<file path="config.mk">
export PLATFORM = sky130hd
export DESIGN_NAME = cos_req_sched
export DESIGN_NICKNAME = d
export VERILOG_FILES = /design/src/rtl/cos_sched_pkg.sv /design/src/rtl/cos_occ_array.sv /design/src/rtl/cos_pick.sv /design/src/rtl/cos_req_sched.sv
export SDC_FILE = /design/constraint.sdc
export NUM_CORES = 2
export LEC_CHECK = 0
export BUFFER_PORTS_ARGS = -buffer_cell sky130_fd_sc_hd__buf_2
export CELL_PAD_IN_SITES_DETAIL_PLACEMENT = 1
export CELL_PAD_IN_SITES_GLOBAL_PLACEMENT = 2
export CORE_MARGIN = 2
export CORE_UTILIZATION = 37
export DETAILED_ROUTE_END_ITERATION = 12
export PLACE_DENSITY = 0.73
export SYNTH_ARGS = -nofsm -noshare
export SYNTH_HDL_FRONTEND = slang
export SYNTH_SLANG_ARGS = --single-unit
</file>
<file path="constraint.sdc">
create_clock -name clk -period 40.3 [get_ports clk]
set_input_delay 4.03 -clock clk [delete_from_list [all_inputs] [get_ports clk]]
set_output_delay 4.03 -clock clk [all_outputs]
set_load 0.05 [all_outputs]
</file>
<file path="src/rtl/cos_sched_pkg.sv">
package cos_sched_pkg;

  // number of classes used in three-class mode: constant rate, variable rate, multicast
  localparam int LEGACY_CLASSES = 3;

  typedef enum logic [1:0] {
    RSP_NONE   = 2'd0,
    RSP_GRANT  = 2'd1,
    RSP_REFUSE = 2'd2,
    RSP_STRAY  = 2'd3
  } rsp_e;

endpackage

</file>
<file path="src/rtl/cos_occ_array.sv">
module cos_occ_array #(
  parameter int N_DEST  = 16,
  parameter int N_CLASS = 16,
  parameter int CNT_W   = 4,
  localparam int DEST_W = $clog2(N_DEST),
  localparam int CLS_W  = $clog2(N_CLASS)
) (
  input  logic                            clk,
  input  logic                            arst_n,
  input  logic                            inc_en,
  input  logic [DEST_W-1:0]               inc_dest,
  input  logic [CLS_W-1:0]                inc_class,
  input  logic                            dec_en,
  input  logic [DEST_W-1:0]               dec_dest,
  input  logic [CLS_W-1:0]                dec_class,
  output logic [N_CLASS-1:0][N_DEST-1:0]  nonempty
);

  localparam logic [CNT_W-1:0] CNT_MAX = {CNT_W{1'b1}};

  for (genvar gc = 0; gc < N_CLASS; gc++) begin : g_cls
    for (genvar gd = 0; gd < N_DEST; gd++) begin : g_dst
      logic [CNT_W-1:0] cnt_q, cnt_d;
      logic             hit_inc, hit_dec;

      assign hit_inc = inc_en && (inc_dest == DEST_W'(gd)) && (inc_class == CLS_W'(gc));
      assign hit_dec = dec_en && (dec_dest == DEST_W'(gd)) && (dec_class == CLS_W'(gc));

      always_comb begin
        cnt_d = cnt_q;
        if (hit_inc && !hit_dec && (cnt_q != CNT_MAX)) cnt_d = cnt_q + 1'b1;
        else if (hit_dec && !hit_inc)                  cnt_d = cnt_q - 1'b1;
      end

      always_ff @(posedge clk or negedge arst_n) begin
        if (!arst_n)                 cnt_q <= '0;
        else if (hit_inc || hit_dec) cnt_q <= cnt_d;
      end

      assign nonempty[gc][gd] = |cnt_q;
    end
  end

endmodule

</file>
<file path="src/rtl/cos_pick.sv">
module cos_pick #(
  parameter int N_DEST  = 16,
  parameter int N_CLASS = 16,
  localparam int DEST_W = $clog2(N_DEST),
  localparam int CLS_W  = $clog2(N_CLASS)
) (
  input  logic [N_CLASS-1:0][N_DEST-1:0] nonempty,
  input  logic [N_CLASS-1:0]             class_en,
  input  logic                           skip_v,
  input  logic [DEST_W-1:0]              skip_d,
  input  logic [DEST_W-1:0]              ptr,
  output logic                           found,
  output logic [DEST_W-1:0]              pick_d,
  output logic [CLS_W-1:0]               pick_c
);

  logic [N_CLASS-1:0][N_DEST-1:0] elig;
  logic [N_DEST-1:0]              row;

  always_comb begin
    for (int c = 0; c < N_CLASS; c++) begin
      for (int d = 0; d < N_DEST; d++) begin
        elig[c][d] = nonempty[c][d] && class_en[c] && !(skip_v && (skip_d == DEST_W'(d)));
      end
    end
  end

  // strict priority: scanning downward leaves the lowest eligible class
  always_comb begin
    found  = 1'b0;
    pick_c = '0;
    for (int c = N_CLASS - 1; c >= 0; c--) begin
      if (|elig[c]) begin
        found  = 1'b1;
        pick_c = CLS_W'(c);
      end
    end
  end

  assign row = elig[pick_c];

  // rotation: scanning downward leaves the smallest offset from the pointer
  always_comb begin
    int s;
    pick_d = '0;
    for (int k = N_DEST - 1; k >= 0; k--) begin
      s = int'(ptr) + k;
      if (s >= N_DEST) s = s - N_DEST;
      if (row[s]) pick_d = DEST_W'(s);
    end
  end

endmodule

</file>
<file path="src/rtl/cos_req_sched.sv">
module cos_req_sched
  import cos_sched_pkg::*;
#(
  parameter int N_DEST  = 16,
  parameter int N_CLASS = 16,
  parameter int CNT_W   = 4,
  localparam int DEST_W = $clog2(N_DEST),
  localparam int CLS_W  = $clog2(N_CLASS)
) (
  input  logic              clk,
  input  logic              rst_n,
  input  logic              cfg_asym,
  input  logic              cfg_legacy,
  input  logic              enq_valid,
  input  logic [DEST_W-1:0] enq_dest,
  input  logic [CLS_W-1:0]  enq_class,
  input  logic              gnt_valid,
  input  logic [DEST_W-1:0] gnt_dest,
  input  logic [CLS_W-1:0]  gnt_class,
  input  logic              rej_valid,
  output logic              req_valid,
  output logic [DEST_W-1:0] req_dest,
  output logic [CLS_W-1:0]  req_class,
  output logic              deq_valid,
  output logic [DEST_W-1:0] deq_dest,
  output logic [CLS_W-1:0]  deq_class,
  output logic              gnt_err
);

  // reset: asserted asynchronously, released on the clock
  logic rs_meta_q, rs_sync_q, arst_n;
  always_ff @(posedge clk or negedge rst_n) begin
    if (!rst_n) begin
      rs_meta_q <= 1'b0;
      rs_sync_q <= 1'b0;
    end else begin
      rs_meta_q <= 1'b1;
      rs_sync_q <= rs_meta_q;
    end
  end
  assign arst_n = rs_sync_q;

  logic [N_CLASS-1:0]             class_en;
  logic [N_CLASS-1:0][N_DEST-1:0] nonempty;
  logic                           found;
  logic [DEST_W-1:0]              pick_d;
  logic [CLS_W-1:0]               pick_c;
  logic                           enq_ok;
  rsp_e                           rsp;

  logic              req_q, req_n;
  logic [DEST_W-1:0] rdst_q, rdst_n;
  logic [CLS_W-1:0]  rcls_q, rcls_n;
  logic              deq_q, deq_n;
  logic [DEST_W-1:0] ddst_q;
  logic [CLS_W-1:0]  dcls_q;
  logic              err_q, err_n;
  logic [DEST_W-1:0] ptr_q, ptr_n;
  logic              pair_q, pair_n;
  logic              skv_q, skv_n;
  logic [DEST_W-1:0] skd_q, skd_n;
  logic [DEST_W-1:0] next_after;

  always_comb begin
    for (int c = 0; c < N_CLASS; c++) begin
      class_en[c] = !cfg_legacy || (c < LEGACY_CLASSES);
    end
  end

  assign enq_ok = enq_valid && class_en[enq_class];

  cos_occ_array #(.N_DEST(N_DEST), .N_CLASS(N_CLASS), .CNT_W(CNT_W)) u_occ (
    .clk      (clk),
    .arst_n   (arst_n),
    .inc_en   (enq_ok),
    .inc_dest (enq_dest),
    .inc_class(enq_class),
    .dec_en   (deq_n),
    .dec_dest (rdst_q),
    .dec_class(rcls_q),
    .nonempty (nonempty)
  );

  cos_pick #(.N_DEST(N_DEST), .N_CLASS(N_CLASS)) u_pick (
    .nonempty(nonempty),
    .class_en(class_en),
    .skip_v  (skv_q),
    .skip_d  (skd_q),
    .ptr     (ptr_q),
    .found   (found),
    .pick_d  (pick_d),
    .pick_c  (pick_c)
  );

  always_comb begin
    if (gnt_valid && req_q && (gnt_dest == rdst_q) && (gnt_class == rcls_q)) rsp = RSP_GRANT;
    else if (gnt_valid)                                                     rsp = RSP_STRAY;
    else if (rej_valid && req_q)                                            rsp = RSP_REFUSE;
    else                                                                    rsp = RSP_NONE;
  end

  assign next_after = (rdst_q == DEST_W'(N_DEST - 1)) ? '0 : rdst_q + 1'b1;

  always_comb begin
    req_n  = req_q;
    rdst_n = rdst_q;
    rcls_n = rcls_q;
    ptr_n  = ptr_q;
    pair_n = pair_q;
    skv_n  = skv_q;
    skd_n  = skd_q;
    deq_n  = (rsp == RSP_GRANT);
    err_n  = (rsp == RSP_STRAY);
    if (req_q) begin
      case (rsp)
        RSP_GRANT: begin
          req_n = 1'b0;
          if (cfg_asym && !pair_q) begin
            ptr_n  = rdst_q;
            pair_n = 1'b1;
          end else begin
            ptr_n  = next_after;
            pair_n = 1'b0;
          end
        end
        RSP_REFUSE: begin
          req_n  = 1'b0;
          skv_n  = 1'b1;
          skd_n  = rdst_q;
          pair_n = 1'b0;
        end
        default: ;
      endcase
    end else begin
      skv_n = 1'b0;
      if (found) begin
        req_n  = 1'b1;
        rdst_n = pick_d;
        rcls_n = pick_c;
      end
    end
  end

  always_ff @(posedge clk or negedge arst_n) begin
    if (!arst_n) begin
      req_q  <= 1'b0;
      rdst_q <= '0;
      rcls_q <= '0;
      deq_q  <= 1'b0;
      ddst_q <= '0;
      dcls_q <= '0;
      err_q  <= 1'b0;
      ptr_q  <= '0;
      pair_q <= 1'b0;
      skv_q  <= 1'b0;
      skd_q  <= '0;
    end else begin
      req_q  <= req_n;
      deq_q  <= deq_n;
      err_q  <= err_n;
      ptr_q  <= ptr_n;
      pair_q <= pair_n;
      skv_q  <= skv_n;
      skd_q  <= skd_n;
      if (!req_q) begin
        rdst_q <= rdst_n;
        rcls_q <= rcls_n;
      end
      if (deq_n) begin
        ddst_q <= rdst_q;
        dcls_q <= rcls_q;
      end
    end
  end

  assign req_valid = req_q;
  assign req_dest  = rdst_q;
  assign req_class = rcls_q;
  assign deq_valid = deq_q;
  assign deq_dest  = ddst_q;
  assign deq_class = dcls_q;
  assign gnt_err   = err_q;

endmodule

</file>
* After elaboration in Yosys (flattened, before gate mapping)
Index checks and enable logic that the tools add are counted.
Widths: inputs -> output; s select.
** Operators by class
- Reduce and logical (&&, ||, !) cells :: 3379
- Magnitude comparators :: 34
- $add $sub $neg :: 544
- Bitwise logic cells :: 1
- Muxes and demuxes :: 640
- Equality and inequality tests :: 337
** Operator list (number)
- $mux 4 :: 546
- $logic_and 1x1->1 :: 1798
- $add 4x1->4 const B :: 257
- $ne 4x4->1 const B :: 256
- $reduce_or 4->1 :: 256
- $sub 4x1->4 const B :: 256
- $logic_not 1->1 :: 530
- $reduce_and 2->1 :: 260
- $reduce_bool 2->1 :: 257
- $lt 32x6->1 const B :: 16
- $mux 32 :: 16
- $ge 32x6->1 const B :: 15
- $sub 32x6->32 const B :: 15
- $logic_or 1x1->1 :: 256
- $reduce_or 16->1 :: 16
- $eq 4x4->1 const B :: 40
- $eq 4x3->1 const B :: 20
- $bmux 1 s4 :: 17
- $bmux 16 s4 :: 1
- $mux 1 :: 55
- $add 4x4->5 const B :: 8
- $eq 4x2->1 const B :: 10
- $add 4x3->5 const B :: 4
- $eq 4x1->1 const B :: 5
- 15 further kinds :: 25
** Word-level totals
- Register bits after elaboration :: 1055
- Input bits :: 23
- Word-level logic and storage cells :: 5204
- Output and inout port bits :: 19

* Logic depth before layout (Yosys ltp)
- Depth in word-level cells :: 42
- Mapped depth :: 25
- Gate-level depth less buffers :: 19

* Cells and area by module
From an unflattened synthesis, not the netlist that was laid out.
** Second synthesis, totals
- Cell total of the unflattened synthesis :: 8800
- Area, all modules :: 87421.3 um^2
** Modules (own cells, without submodules)
- cos_occ_array :: area each 78124.9 um^2, instances 1, cells each 7460, seq. area each 25624.6 um^2
- cos_pick :: area each 7917.6 um^2, instances 1, cells each 1229, seq. area each 0.0 um^2
- cos_req_sched :: area each 1378.8 um^2, instances 1, cells each 111, seq. area each 775.7 um^2

* Least setup slack after synthesis
No wires, ideal clock.
- Path type :: input to register
- Start point :: input port cfg_legacy
- End point :: register rdst_q[1], in the netlist req_dest[1]
- Setup slack :: 31191 ps
- Stages on the path :: 19
- Library setup time :: 66 ps
- Buffers on the path :: 3
- Required time :: 40234 ps
- Data arrival time :: 9043 ps
- Cells stage by stage :: buf_4 clkbuf_1 clkbuf_1 a211oi_1 a2111oi_0 nand4_1 or2_0 o211ai_1 a21oi_4 a31oi_4 a2111oi_0 or3_1 a22o_1 mux4_2 a211o_1 a221o_1 or4_1 a32oi_1 o32a_1
** On the way
- Longest elaborated chain between the ends :: 41
- Elaborated cells between the ends (all ways) :: 529
- Classes of those cells :: mux (98); reduce/logical (431)
** Ends and longest elaborated chain
- from (decl) :: line cos_req_sched.sv:13 : input logic cfg_legacy,
- $logic_not 1->1 * :: line cos_req_sched.sv:66 : class_en[c] = !cfg_legacy || (c < LEGACY_CLASSES);
- $logic_and 1x1->1 (2 in series) :: line cos_pick.sv:23 : elig[c][d] = nonempty[c][d] && class_en[c] && !(skip_v && (skip_d == DEST_W'(d)));
- $reduce_or 16->1 :: line cos_pick.sv:33 : if (|elig[c]) begin
- $mux 4 (16 in series) :: line cos_pick.sv:33
- $bmux 16 s4 :: line cos_pick.sv:40 : assign row = elig[pick_c];
- $mux 16 (not written as such) :: line cos_pick.sv:40
- $bmux 1 s4 :: line cos_pick.sv:49 : if (row[s]) pick_d = DEST_W'(s);
- $mux 1 (not written as such) (2 in series) :: line cos_pick.sv:49
- $mux 4 (16 in series) :: line cos_pick.sv:49
- to (signal assigned) :: line cos_req_sched.sv:166 : rdst_q <= rdst_n;
- to (decl) :: line cos_req_sched.sv:52 : logic [DEST_W-1:0] rdst_q, rdst_n;
Mark *: on every way between the ends. The rest lies on a longest branch, timed or not. The select of a mux whose other input is x is not followed.
A chain may end at the register's enable or synchronous reset.

* Worst setup path in the final report
Same ends and word-level chain as after synthesis.

==> results.md <==
* Status: finished with violations
* Violated checks: capacitance limit, slew limit
* Pwr Total at roughly 0.0043 W
* Gr ovfl total at 0
* Crit path kind: in -> reg
* Final ANT Viol Nets at 0
* Row count at 165
* FILL cells at 22300
* Share of the synthesized area in the top cell type at between 30% and 40%
* Final WS setup at 28990 ps
* Slew HR at -9.66%
* Asr flop ratio synth at 100%
* Syn-to-layout area delta at 11.6%
* Setup crit start: cfg_legacy
* CTS Buf Count at 138
* Sink Count at 1055
* Biggest area consumer among synthesized cells: dfrtp_1
* LEAKAGE at approximately 37 nW
* Area taken by multi-input logic gates at ~0.047 mm²
* Post-synth EDFFs at 0
* Worst-skew pair later-pin latency at 840 ps
* Yosys reg bits at 1055
* Final hold violations at 0
* Final Skew at about 32 ps
* CTS max path bufs at 3
* GRT Total Usage at 26.2%
* DR vias at 60800
* Netlist Area Pre-Place at approximately 0.075 mm²
* Top FF cell, synth: dfrtp_1
* Resized Gates After CTS at 0
* CTS Root Cell: clkbuf_16
* Pin count of the biggest net entering global routing at 141
* Seq/Total Area, Yosys at 35.2%
* DP Wirelength at 195000 µm
* Via density at slightly below 6
* Startpoint types: input port
* Critical Path End Type: flip-flop
* Layout Utilization at 41.5%
* Hold crit path type: reg -> async
* Post-Route Setup TNS at 0 ps
* DR WL/cell at 26.0 µm
* Worst slew pin tran at 1630 ps
* Syn Inst Count at about 7400
* Synth area leaders: dfrtp_1, xnor2_1, ha_1
* Max-cap violations at 1
* Die width at about 450 µm
* Synth Net Count at about 8200
* Number of library cell types mapped by synthesis at ~110
* Port bufs at a little over 40
* Die H at 454 µm
* Pwr/cell area at 51.7 mW/mm²
* Avg Inst Size Synth at slightly above 10 µm²
* CTS Hold Bufs at 0
* Crit share post-route at 28.1%
* IO Pins at 42
* Vias in the first global route at 63000
* RSZ-0062 raised after global routing: false
* DRC viols at 0
* R2R Setup Slk at 31730 ps
* Pre-antenna DRT Iters at 5
* Min Hold Slack at about 330 ps
* Post CTS Setup Buffer Count at 0
* Core area at 0.202 mm²
* F_max at 0.0884 GHz
* Final setup violation count at 0
* First-pass GRT wire length at approximately 410000 µm
* Worst Path Required at 41040 ps
* Gpl congestion at 1.04
* Clock-pin slew on the worst setup and hold paths at roughly 60 ps
* R2r worst-path depth at 21
* Register area at ~0.026 mm²
* WP data arrival at roughly 12000 ps
* Initial antenna violation count at 26
* Place WS at 28380 ps
* Largest vdd supply drop at between 0.04 and 0.05 mV
* H-tree Lvls at 4
* Minimum clock period at around 11000 ps
* Critical-path maximum fanout at 122
* R2R Path Start: skd_q[1]$_DFFE_PN0P_
* Starting Density at 37.2%
* Share of cells above drive strength 1 at around 11%
* Slew Viols, Final at 2
* CTS tree: yes
* Die ar. at about 0.21 mm²
* DR iter-0 viols at between 3000 and 4000
* Final nets at 8319
* Final WL at 268000 µm
* Synth Warn # at 0
==> cell families after synthesis <==
family,synth area share (%)
and+or+nand+nor,14.1
adders and majority gates,15.6
AOI/OAI and AO/OA,14.2
xor gates and xnor gates,10.1
buffers and inverters,3.04
other,0.00500
muxes,7.74
DFF,35.2
==> critical path, cell delays in order <==
cell,delay [ps]
buf_6,610
buf_4,560
a211oi_1,90
nor4_1,770
nand4_1,410
nor2b_1,270
o311a_1,390
o22ai_4,420
buf_4,620
o211ai_1,190
a22o_1,240
a2111oi_1,840
o21a_1,300
mux2i_1,140
mux4_2,570
mux2i_2,340
nor2b_1,230
o311ai_1,120
o211a_1,220
nor4_1,430
o32a_1,210
==> state kept, by name, indices dropped and copies added, names as in the netlist <==
register,count
arst_n,1
deq_class,4
deq_dest,4
deq_valid,1
gnt_err,1
pair_q,1
ptr_q,4
req_class,4
req_dest,4
req_valid,1
rs_meta_q,1
skd_q,4
skv_q,1
u_occ.g_cls.g_dst.cnt_q,1024
==> synthesized netlist by cell type (all sizes together) (15+ instances only) <==
cell,n
nand2b,20
a31oi,81
nor2,368
and2,15
a21oi,563
mux2i,229
xnor2,784
and4,254
or4,63
mux2,283
fa,256
a211oi,222
dfrtp,1055
inv,279
xor2,78
clkbuf,185
a2111oi,48
a21o,265
o21ai,312
nor4,209
o211ai,22
buf,81
o41ai,16
nand3,44
ha,525
nand4,222
and3,20
nor3,57
nand2,656
==> cells in the final DEF, fill, tap and decap left out, types with 17 or more instances in the layout <==
cell type and instances:
fa_1 256, and4_1 254, nand3_1 44, nor2_2 18, clkbuf_8 22, nor3_2 17, buf_2 40, mux2_2 280
a21oi_1 556, mux2i_1 228, o211ai_1 21, nor4_2 54, nand4_1 222, a21o_1 265, clkbuf_16 140, o21ai_0 304
a31oi_1 80, a2111oi_0 42, xor2_1 78, nor4_1 153, dfrtp_1 1054, nor3_1 40, ha_1 525, nand2b_1 20
or4_1 62, clkbuf_1 52, nor2_1 334, inv_1 278, buf_4 170, a211oi_1 220, xnor2_1 784, nand2_1 655
==> final cells by class <==
| type | instances | area share [%] |
|---|---|---|
| inverters | 280 | 1.26 |
| clock inverters | 35 | 0.503 |
| diodes | 5 | 0.0150 |
| repair buffers | 214 | 1.84 |
| multi-input cells | 5826 | 56.0 |
| flip-flops and latches | 1055 | 31.6 |
| clock buffers | 214 | 4.78 |
| well taps | 2672 | 4.00 |
==> per-stage QoR <==
step           instances  cell area (µm²)
2_1_floorplan       7427            74900
3_3_place_gp       10000            79200
3_5_place_dp       10000            79200
4_1_cts            10300            83600
5_1_grt            10300            83600
6_report           10300            83700
==> where the power goes <==
group	internal [W]	switching [W]
logic	0.000664	0.00107
clock network	0.000713	0.000519
registers	0.00118	0.000181
total	0.00256	0.00177
==> worst paths after layout <==
check / end
hold reg to reg: u_occ.g_cls[6].g_dst[0].cnt_q[3]$_DFFE_PN0P_
setup reg to reg: req_dest[1]$_DFFE_PN0P_
max in group asynchronous: u_occ.g_cls[12].g_dst[12].cnt_q[1]$_DFFE_PN0P_
hold / removal: u_occ.g_cls[6].g_dst[0].cnt_q[3]$_DFFE_PN0P_
min in group clk: arst_n$_DFF_PN0_
setup / recovery: req_dest[1]$_DFFE_PN0P_
==> per-layer routing <==
| metal | vias to the layer above | GRT usage [%] | part of all wire (%) |
|---|---|---|---|
| met5 | - | 0 | 0.044 |
| met3 | 468 | 4.23 | 5.1 |
| met2 | 1389 | 41.1 | 45 |
| met1 | 31500 | 36.1 | 46 |
| met4 | 14 | 9.76 | 4.0 |
| li1 | 27400 | - | - |
(Power assumes the default switching activity.)
